[src/rtl/bcu_pkg.sv]
package bcu_pkg;
  typedef enum logic [1:0] {ST_IDLE, ST_WAIT, ST_DECIDE} bcu_state_e;

  localparam int CTRL_W   = 32;
  localparam int VAL_LSB  = 0;
  localparam int MASK_LSB = 8;
  localparam int WAIT_BIT = 16;
  localparam int PCMP_BIT = 17;
  localparam int DCMP_BIT = 18;
  localparam int POL_BIT  = 19;
  localparam int PH_LSB   = 24;
endpackage

[src/rtl/bcu_phase_tracker.sv]
module bcu_phase_tracker (
  input  logic clk_i,
  input  logic rst_ni,
  input  logic phase_new_i,
  input  logic consume_i,
  output logic pending_o
);
  // a fresh strobe wins over a same-cycle consume
  always_ff @(posedge clk_i or negedge rst_ni) begin
    if (!rst_ni) pending_o <= 1'b0;
    else         pending_o <= phase_new_i | (pending_o & ~consume_i);
  end
endmodule

[src/rtl/bcu_compare.sv]
module bcu_compare #(
  parameter int DATA_W  = 8,
  parameter int PHASE_W = 3
) (
  input  logic               data_en_i,
  input  logic               phase_en_i,
  input  logic               jump_true_i,
  input  logic               target_mode_i,
  input  logic               atn_i,
  input  logic [PHASE_W-1:0] phase_i,
  input  logic [PHASE_W-1:0] phase_ref_i,
  input  logic [DATA_W-1:0]  data_i,
  input  logic [DATA_W-1:0]  data_ref_i,
  input  logic [DATA_W-1:0]  mask_i,
  output logic               taken_o
);
  logic [DATA_W-1:0] bit_ok;
  logic phase_ok, data_ok, cond;

  for (genvar b = 0; b < DATA_W; b++) begin : g_bit
    assign bit_ok[b] = mask_i[b] | ~(data_i[b] ^ data_ref_i[b]);
  end

  assign data_ok  = &bit_ok;
  assign phase_ok = target_mode_i ? atn_i : (phase_i == phase_ref_i);
  assign cond     = (~phase_en_i | phase_ok) & (~data_en_i | data_ok);
  assign taken_o  = jump_true_i ? cond : ~cond;
endmodule

[src/rtl/bcu_fsm.sv]
module bcu_fsm
  import bcu_pkg::*;
(
  input  logic       clk_i,
  input  logic       rst_ni,
  input  logic       start_i,
  input  logic       wait_en_i,
  input  logic       pending_i,
  output bcu_state_e state_o,
  output logic       load_o,
  output logic       consume_o,
  output logic       decide_o
);
  bcu_state_e state_d;

  always_comb begin
    state_d   = state_o;
    load_o    = 1'b0;
    consume_o = 1'b0;
    decide_o  = 1'b0;
    unique case (state_o)
      ST_IDLE: if (start_i) begin
        load_o  = 1'b1;
        state_d = wait_en_i ? ST_WAIT : ST_DECIDE;
      end
      ST_WAIT: if (pending_i) begin
        consume_o = 1'b1;
        state_d   = ST_DECIDE;
      end
      ST_DECIDE: begin
        decide_o = 1'b1;
        state_d  = ST_IDLE;
      end
      default: state_d = ST_IDLE;
    endcase
  end

  always_ff @(posedge clk_i or negedge rst_ni) begin
    if (!rst_ni) state_o <= ST_IDLE;
    else         state_o <= state_d;
  end
endmodule

[src/rtl/branch_cond_unit.sv]
module branch_cond_unit
  import bcu_pkg::*;
#(
  parameter int DATA_W  = 8,
  parameter int PHASE_W = 3
) (
  input  logic               clk_i,
  input  logic               rst_ni,
  input  logic               start_i,
  input  logic [CTRL_W-1:0]  ctrl_i,
  input  logic [DATA_W-1:0]  first_byte_i,
  input  logic [PHASE_W-1:0] phase_i,
  input  logic               phase_new_i,
  input  logic               target_mode_i,
  input  logic               atn_i,
  output logic               done_o,
  output logic               taken_o
);
  logic [CTRL_W-1:0] ctrl_q;
  bcu_state_e        state_q;
  logic load, consume, decide, phase_pending, taken_c;

  bcu_phase_tracker u_trk (
    .clk_i       (clk_i),
    .rst_ni      (rst_ni),
    .phase_new_i (phase_new_i),
    .consume_i   (consume),
    .pending_o   (phase_pending)
  );

  bcu_fsm u_fsm (
    .clk_i     (clk_i),
    .rst_ni    (rst_ni),
    .start_i   (start_i),
    .wait_en_i (ctrl_i[WAIT_BIT]),
    .pending_i (phase_pending),
    .state_o   (state_q),
    .load_o    (load),
    .consume_o (consume),
    .decide_o  (decide)
  );

  bcu_compare #(.DATA_W(DATA_W), .PHASE_W(PHASE_W)) u_cmp (
    .data_en_i     (ctrl_q[DCMP_BIT]),
    .phase_en_i    (ctrl_q[PCMP_BIT]),
    .jump_true_i   (ctrl_q[POL_BIT]),
    .target_mode_i (target_mode_i),
    .atn_i         (atn_i),
    .phase_i       (phase_i),
    .phase_ref_i   (ctrl_q[PH_LSB +: PHASE_W]),
    .data_i        (first_byte_i),
    .data_ref_i    (ctrl_q[VAL_LSB +: DATA_W]),
    .mask_i        (ctrl_q[MASK_LSB +: DATA_W]),
    .taken_o       (taken_c)
  );

  always_ff @(posedge clk_i or negedge rst_ni) begin
    if (!rst_ni) begin
      ctrl_q  <= '0;
      done_o  <= 1'b0;
      taken_o <= 1'b0;
    end else begin
      if (load) ctrl_q <= ctrl_i;
      done_o <= decide;
      if (decide) taken_o <= taken_c;
    end
  end
endmodule

[config.mk]
export PLATFORM = sky130hd
export DESIGN_NAME = branch_cond_unit
export DESIGN_NICKNAME = d
export VERILOG_FILES = /design/src/rtl/bcu_pkg.sv /design/src/rtl/bcu_phase_tracker.sv /design/src/rtl/bcu_compare.sv /design/src/rtl/bcu_fsm.sv /design/src/rtl/branch_cond_unit.sv
export SDC_FILE = /design/constraint.sdc
export NUM_CORES = 1
export LEC_CHECK = 0
export ABC_AREA = 1
export BUFFER_PORTS_ARGS = -buffer_cell sky130_fd_sc_hd__buf_2
export CAP_MARGIN = 40
export CORE_MARGIN = 2
export CORE_UTILIZATION = 43
export CTS_BUF_LIST = sky130_fd_sc_hd__clkbuf_4 sky130_fd_sc_hd__clkbuf_8 sky130_fd_sc_hd__clkbuf_16
export CTS_CLUSTER_DIAMETER = 100
export DETAILED_ROUTE_END_ITERATION = 8
export PLACE_DENSITY_LB_ADDON = 0.08
export SLEW_MARGIN = 0
export SYNTH_ARGS = -nofsm -noshare
export SYNTH_HDL_FRONTEND = slang
export SYNTH_HIERARCHICAL = 1
export SYNTH_SLANG_ARGS = --single-unit
[constraint.sdc]
create_clock -name clk_i -period 1.5 [get_ports clk_i]
set_clock_uncertainty 0.2 [all_clocks]
set_input_delay 0.075 -clock clk_i [delete_from_list [all_inputs] [get_ports clk_i]]
set_output_delay 0.075 -clock clk_i [all_outputs]
set_load 0.02 [all_outputs]
---- Word-level counts from Yosys, hierarchy flattened ----
Index checks and enable logic that the tools add are counted.
word-level totals
  memories kept ........................... 0
  memory bits (read-only) ................. 0
  word-level logic and storage cells ...... 57
  input bits .............................. 49
  register bits after elaboration ......... 32
  bits in writable memories ............... 0
  latch bits .............................. 0
cells by class
  div/mod/pow operators ................... 0
  equal/unequal tests ..................... 5
  shifts and indexed selects .............. 0
  multiplexer cells ....................... 11
  magnitude comparators ................... 0
  reduce and logical (&&, ||, !) cells .... 3
  bitwise logic cells ..................... 33
  add/subtract/negate cells ............... 0
  multiply operators ...................... 0
operator list
  cell                                                             count
  1-bit NOT                                                        12
  1-bit bitwise OR                                                 11
  8-bit AND reduction                                              1
  1-bit bitwise XOR                                                8
  1-bit two-way mux                                                7
  2-bit two-way mux                                                3
  2-bit inequality test, second input constant                     2
  2-bit one-hot mux with 2 select lines                            1
  3-bit == test                                                    1
  1-bit bitwise AND                                                2
  2-bit by 1-bit == test with 1-bit output, second input constant  1
  2-bit == test, second input constant                             1
  2-bit logical NOT                                                1
  2-bit AND reduction                                              1

---- Logic depth before layout (Yosys ltp) ----
  depth after elaboration ................. 8
  gate-level depth with buffers ........... 12

---- Cells and area by module ----
The synthesis kept the hierarchy.
modules (own cells, without submodules)
  module             area each (um2)  cells each  times used
  branch_cond_unit   904.6            99          1
  bcu_compare        292.8            65          1
  bcu_fsm            115.1            18          1
  bcu_phase_tracker  40.0             5           1

---- Worst setup path after synthesis ----
OpenSTA, ideal clock, no wires.
  kind .................................... register to register
  start point ............................. register u_fsm.state_o[0]
  end point ............................... register ctrl_q[0]
  buffers on the path ..................... 1
  clock period less this slack ............ 1.466 ns
  cell stages (with the launch flop) ...... 6
  path slack .............................. 0.034 ns
  arrival time ............................ 1.149 ns
  library setup time ...................... 0.116 ns
  path through ............................ dfrtp_1 -> nor3_1 -> inv_2 -> buf_6 -> nand2_1 -> nand2_1
between the ends
  cells in the longest elaborated chain, start to end .. 2
RTL lines
  item                      RTL line                RTL
  start: declaration        bcu_fsm.sv:9            output bcu_state_e state_o,
  start signal: assignment  bcu_fsm.sv:40           else state_o <= state_d;
  2-bit logical NOT         bcu_fsm.sv:21           unique case (state_o)
  1-bit two-way mux         bcu_fsm.sv:21
  via load                  branch_cond_unit.sv:21  logic load, consume, decide, phase_pending, taken_c;
  end signal: assignment    branch_cond_unit.sv:63  if (load) ctrl_q <= ctrl_i;
  end: declaration          branch_cond_unit.sv:19  logic [CTRL_W-1:0] ctrl_q;
The timed path passes the listed nets, and every way through them passes these cells.
A chain may end at the register's enable or synchronous reset.

---- Final worst setup path ----
  start point ............................. register ctrl_q[5]
  end point ............................... register taken_o
between the ends
  cells in the longest elaborated chain, start to end .. 8
RTL lines
  item                    RTL line                RTL
  1-bit bitwise XOR *     bcu_compare.sv:21       assign bit_ok[b] = mask_i[b] | ~(data_i[b] ^ data_ref_i[b]);
  1-bit NOT *             bcu_compare.sv:21
  1-bit bitwise OR *      bcu_compare.sv:21
  8-bit AND reduction *   bcu_compare.sv:24       assign data_ok = &bit_ok;
  1-bit bitwise OR *      bcu_compare.sv:26       assign cond = (~phase_en_i | phase_ok) & (~data_en_i | data_ok);
  1-bit bitwise AND *     bcu_compare.sv:26
  1-bit NOT               bcu_compare.sv:27       assign taken_o = jump_true_i ? cond : ~cond;
  1-bit two-way mux *     bcu_compare.sv:27
  via taken_c             branch_cond_unit.sv:21
  end signal: assignment  branch_cond_unit.sv:65  if (decide) taken_o <= taken_c;
  end: declaration        branch_cond_unit.sv:17  output logic taken_o
The timed path passes the listed nets; every way through them passes the cells marked *.

==> summary.md <==
| Metric | Value |
|---|---|
| Final Max Slew Viols | `0` |
| Initial antenna violation count | `0` |
| Synth warn | `6` |
| Vias in the first global route | `around 1200` |
| Post-route DRC violation count | `0` |
| Net switching power | `672.2 uW` |
| CP Max Fanout | `3` |
| Area contributors post-synth | `dfrtp_1, nand2_1, inv_1` |
| Mapped Nets | `around 240` |
| Worst Path Buf+Inv | `1` |
| Core Rows | `20` |
| # port buffers | `41` |
| Pre-CTS WS | `66.05 ps` |
| Reg2Reg Depth | `12` |
| Net Sw Frac | `0.3391` |
| CTS tree | `yes` |
| WL per Instance | `9.063 um` |
| Area of the multi-input gates | `534.3 sq um` |
| Largest area contributor in the netlist | `dfrtp_1` |
| Hold path depth | `8` |
| Total power | `a little under 2000 uW` |
| Die Height | `around 60 um` |
| Worst r2r dst | `taken_o` |
| Crit path from | `ctrl_q[5]` |
| Fillers | `roughly 270` |
| CP required | `between 1500 and 2000 ps` |
| Max-cap violations | `0` |
| I/O pin cnt | `roughly 50` |
| Via density | `4.266` |
| Hold Path Class | `primary input to register` |
| Placed wire-length estimate | `between 1500 and 2000 um` |
| Gr usage total | `0.1719` |
| Cell count after synthesis | `around 190` |
| Seq cells post-synth | `27` |
| Core Region | `about 3000 sq um` |
| Synth Cell Area | `~1400 sq um` |
| Worst setup margin | `between 60 and 70 ps` |
| Least-Margin Pin Slew | `approximately 590 ps` |
| Fin crit period | `1437 ps` |
| Status | `completed` |
| Setup crit end kind | `register` |
| Die W | `60.09 um` |
| Placer Congestion | `0.7196` |
| Clock power frac | `0.159` |
| Max Freq | `0.6960 GHz` |
| Worst Hold Path EP | `taken_o` |
| Layout Cells excl Fill | `~300` |
| Via count | `1284` |
| Area delta synth->final | `40.15%` |
| CP delay by family, top | `simple AND/OR/NAND/NOR gates` |
| Clk_lat worst skew | `roughly 320 ps` |
| GRT overflow | `0` |
| Crit Path Class | `register to register` |
| Worst VDD drop | `531.4 uV` |
| Crit path DAT | `1470 ps` |
| Placed Cells | `between 200 and 300` |
| Share of power burned in registers | `0.515` |
| Ordered cell list for the critical path | `inv_1 > nand2_1 > nand3_1 > nand2_1 > nor2_1 > nand2_1 > nand2_2 > nand2_1 > nand2_1 > nand2_1 > nand2_1 > nand2_1` |
| Largest net degree at the start of global routing | `28` |
| Post-synth top area share | `0.4995` |
| Register area | `between 600 and 700 sq um` |
| Yosys cell types | `16` |
| Initial Util | `0.4467` |
| CP max-delay cell | `dfrtp_1` |
| Die Area | `3610 sq um` |
| Final setup vio count | `0` |
| Longest Clk Path Bufs | `2` |
| H-tree depth | `1` |
| Reg-to-reg critical path startpoint | `ctrl_q[5]` |
| WL final | `~2700 um` |
| Hold path startpoint | `target_mode_i` |
| Final Hold Fails | `0` |
| # nets final | `approximately 310` |
| Iteration-0 DRC count of the detailed router | `42` |
| TritonCTS Sinks | `27` |
| Clock-pin slew on the worst setup and hold paths | `approximately 140 ps` |
| Worst slew margin | `0.6044` |
| Pre-antenna DRT Iters | `4` |
| DRT antenna net count | `0` |
| Comb pwr share | `0.326` |
| Worst stage delay on the critical path | `420 ps` |
| Sum of negative setup slack | `0 ps` |
| Clock Tree Root | `clkbuf_4` |
| Pwr/cell area | `1046 nW/um^2` |
| Layout cells sized above 1 | `0.2101` |
| Final Cycle Share | `0.9578` |
| N_diodes | `0` |
| Startpoint type of the worst setup path | `register` |
| Int Power | `approximately 1300 uW` |
| First-pass GRT wire length | `roughly 4700 um` |
| Most used cell, CP | `nand2_1` |
| Number of CTS-inserted buffers | `3` |
| LEAKAGE | `0.001110 uW` |
| Post-synthesis average cell area | `between 7 and 8 sq um` |
| Sequential-to-total area share from yosys stat | `0.4995` |
| RSZ-0062 raised after global routing | `true` |
| R2r setup slk | `60 ps` |
[through the flow]
step                hold WS [ps]    util  instance area [sq um]
CTS                        45.57  0.6227                   1886
global route               80.05  0.6260                   1896
floorplan                 -420.6       -                   1353
finish                     52.39  0.6260                   1896
detailed placement        -74.73  0.5269                   1595
global placement          -80.36  0.5269                   1595
[cells by family after synthesis]
family                    share of synthesized area
xor gates and xnor gates                    0.01943
buffers and inverters                        0.1110
DFF                                          0.4995
AOI/OAI and AO/OA                          0.009249
and+or+nand+nor                              0.3608
[state kept, by name, summed over array words and instances (netlist names)]
name / flops
done_o: 1
taken_o: 1
ctrl_q: 22
u_fsm/state_o: 2
u_trk/pending_o: 1
[worst max-delay path by stage]
| stage | slack, ps | endpoint | cells past startpoint |
|---|---|---|---|
| after floorplan | 30 | ctrl_q[0] | 5 |
| after global placement | 90 | taken_o | 12 |
| final | 60 | taken_o | 12 |
| after detailed placement | 70 | taken_o | 12 |
| after CTS | 40 | taken_o | 12 |
| after global routing | -90 | taken_o | 12 |
[routing by layer]
metal  GRT usage  up-vias  part of all wire
li1            -      684                 -
met1      0.1970      564              0.45
met2      0.3199       28              0.49
met3     0.02165        8             0.035
met4     0.06667        0             0.026
met5           0        -                 0
[power groups by stage]
stage | clock network [uW] | registers [uW] | logic (uW)
global route | 370 | 1050 | 757
finish | 316 | 1020 | 646
floorplan | 0 | 1040 | 420
CTS | 339 | 1020 | 647
global placement | 0 | 1030 | 574
detailed placement | 0 | 1040 | 593
[cell usage after synthesis]
cell type,number
inv_1,29
nand3_1,8
nand2_2,2
buf_4,2
inv_2,1
buf_6,2
xnor2_1,2
nor2_1,7
nor3_1,1
nand3_2,1
a21boi_0,1
nand2_1,99
xor2_1,1
o21ai_0,1
dfrtp_1,27
nand3b_1,3
[worst register-to-register path, stage by stage, from the launching register on]
cell and delay, ps:
dfrtp_1 420, inv_1 60, nand2_1 40, nand3_1 70, nand2_1 60, nor2_1 100, nand2_1 80, nand2_2 60
nand2_1 50, nand2_1 50, nand2_1 60, nand2_1 50, nand2_1 50
[layout make-up]
class | count | share of cell area
clock buffers | 3 | 0.01188
clock inverters | 1 | 0.003960
inverters | 30 | 0.05941
multi-input cells | 126 | 0.2818
flip-flops and latches | 27 | 0.3564
well taps | 44 | 0.02904
repair buffers | 70 | 0.2574
[timing repair]
action                                  in CTS  in global routing
endpoints found under the hold margin       52                  0
gates resized for setup                      0                  1
endpoints found under the setup margin       0                  1
buffers inserted                             0                  1
hold buffers                                26                  0
[layout by cell type, fill, tap and decap left out]
master / instances
nand3b_1: 3
buf_2: 41
clkinvlp_4: 1
o21ai_0: 1
nor2_1: 7
a21boi_0: 1
dlygate4sd3_1: 26
nand2_2: 3
xnor2_1: 2
nand2_1: 98
inv_1: 29
nor3_2: 1
dfrtp_1: 27
buf_4: 3
nand3_1: 8
xor2_1: 1
clkbuf_4: 3
inv_2: 1
nand3_2: 1
Note: power is estimated with default switching activity, not from simulation.
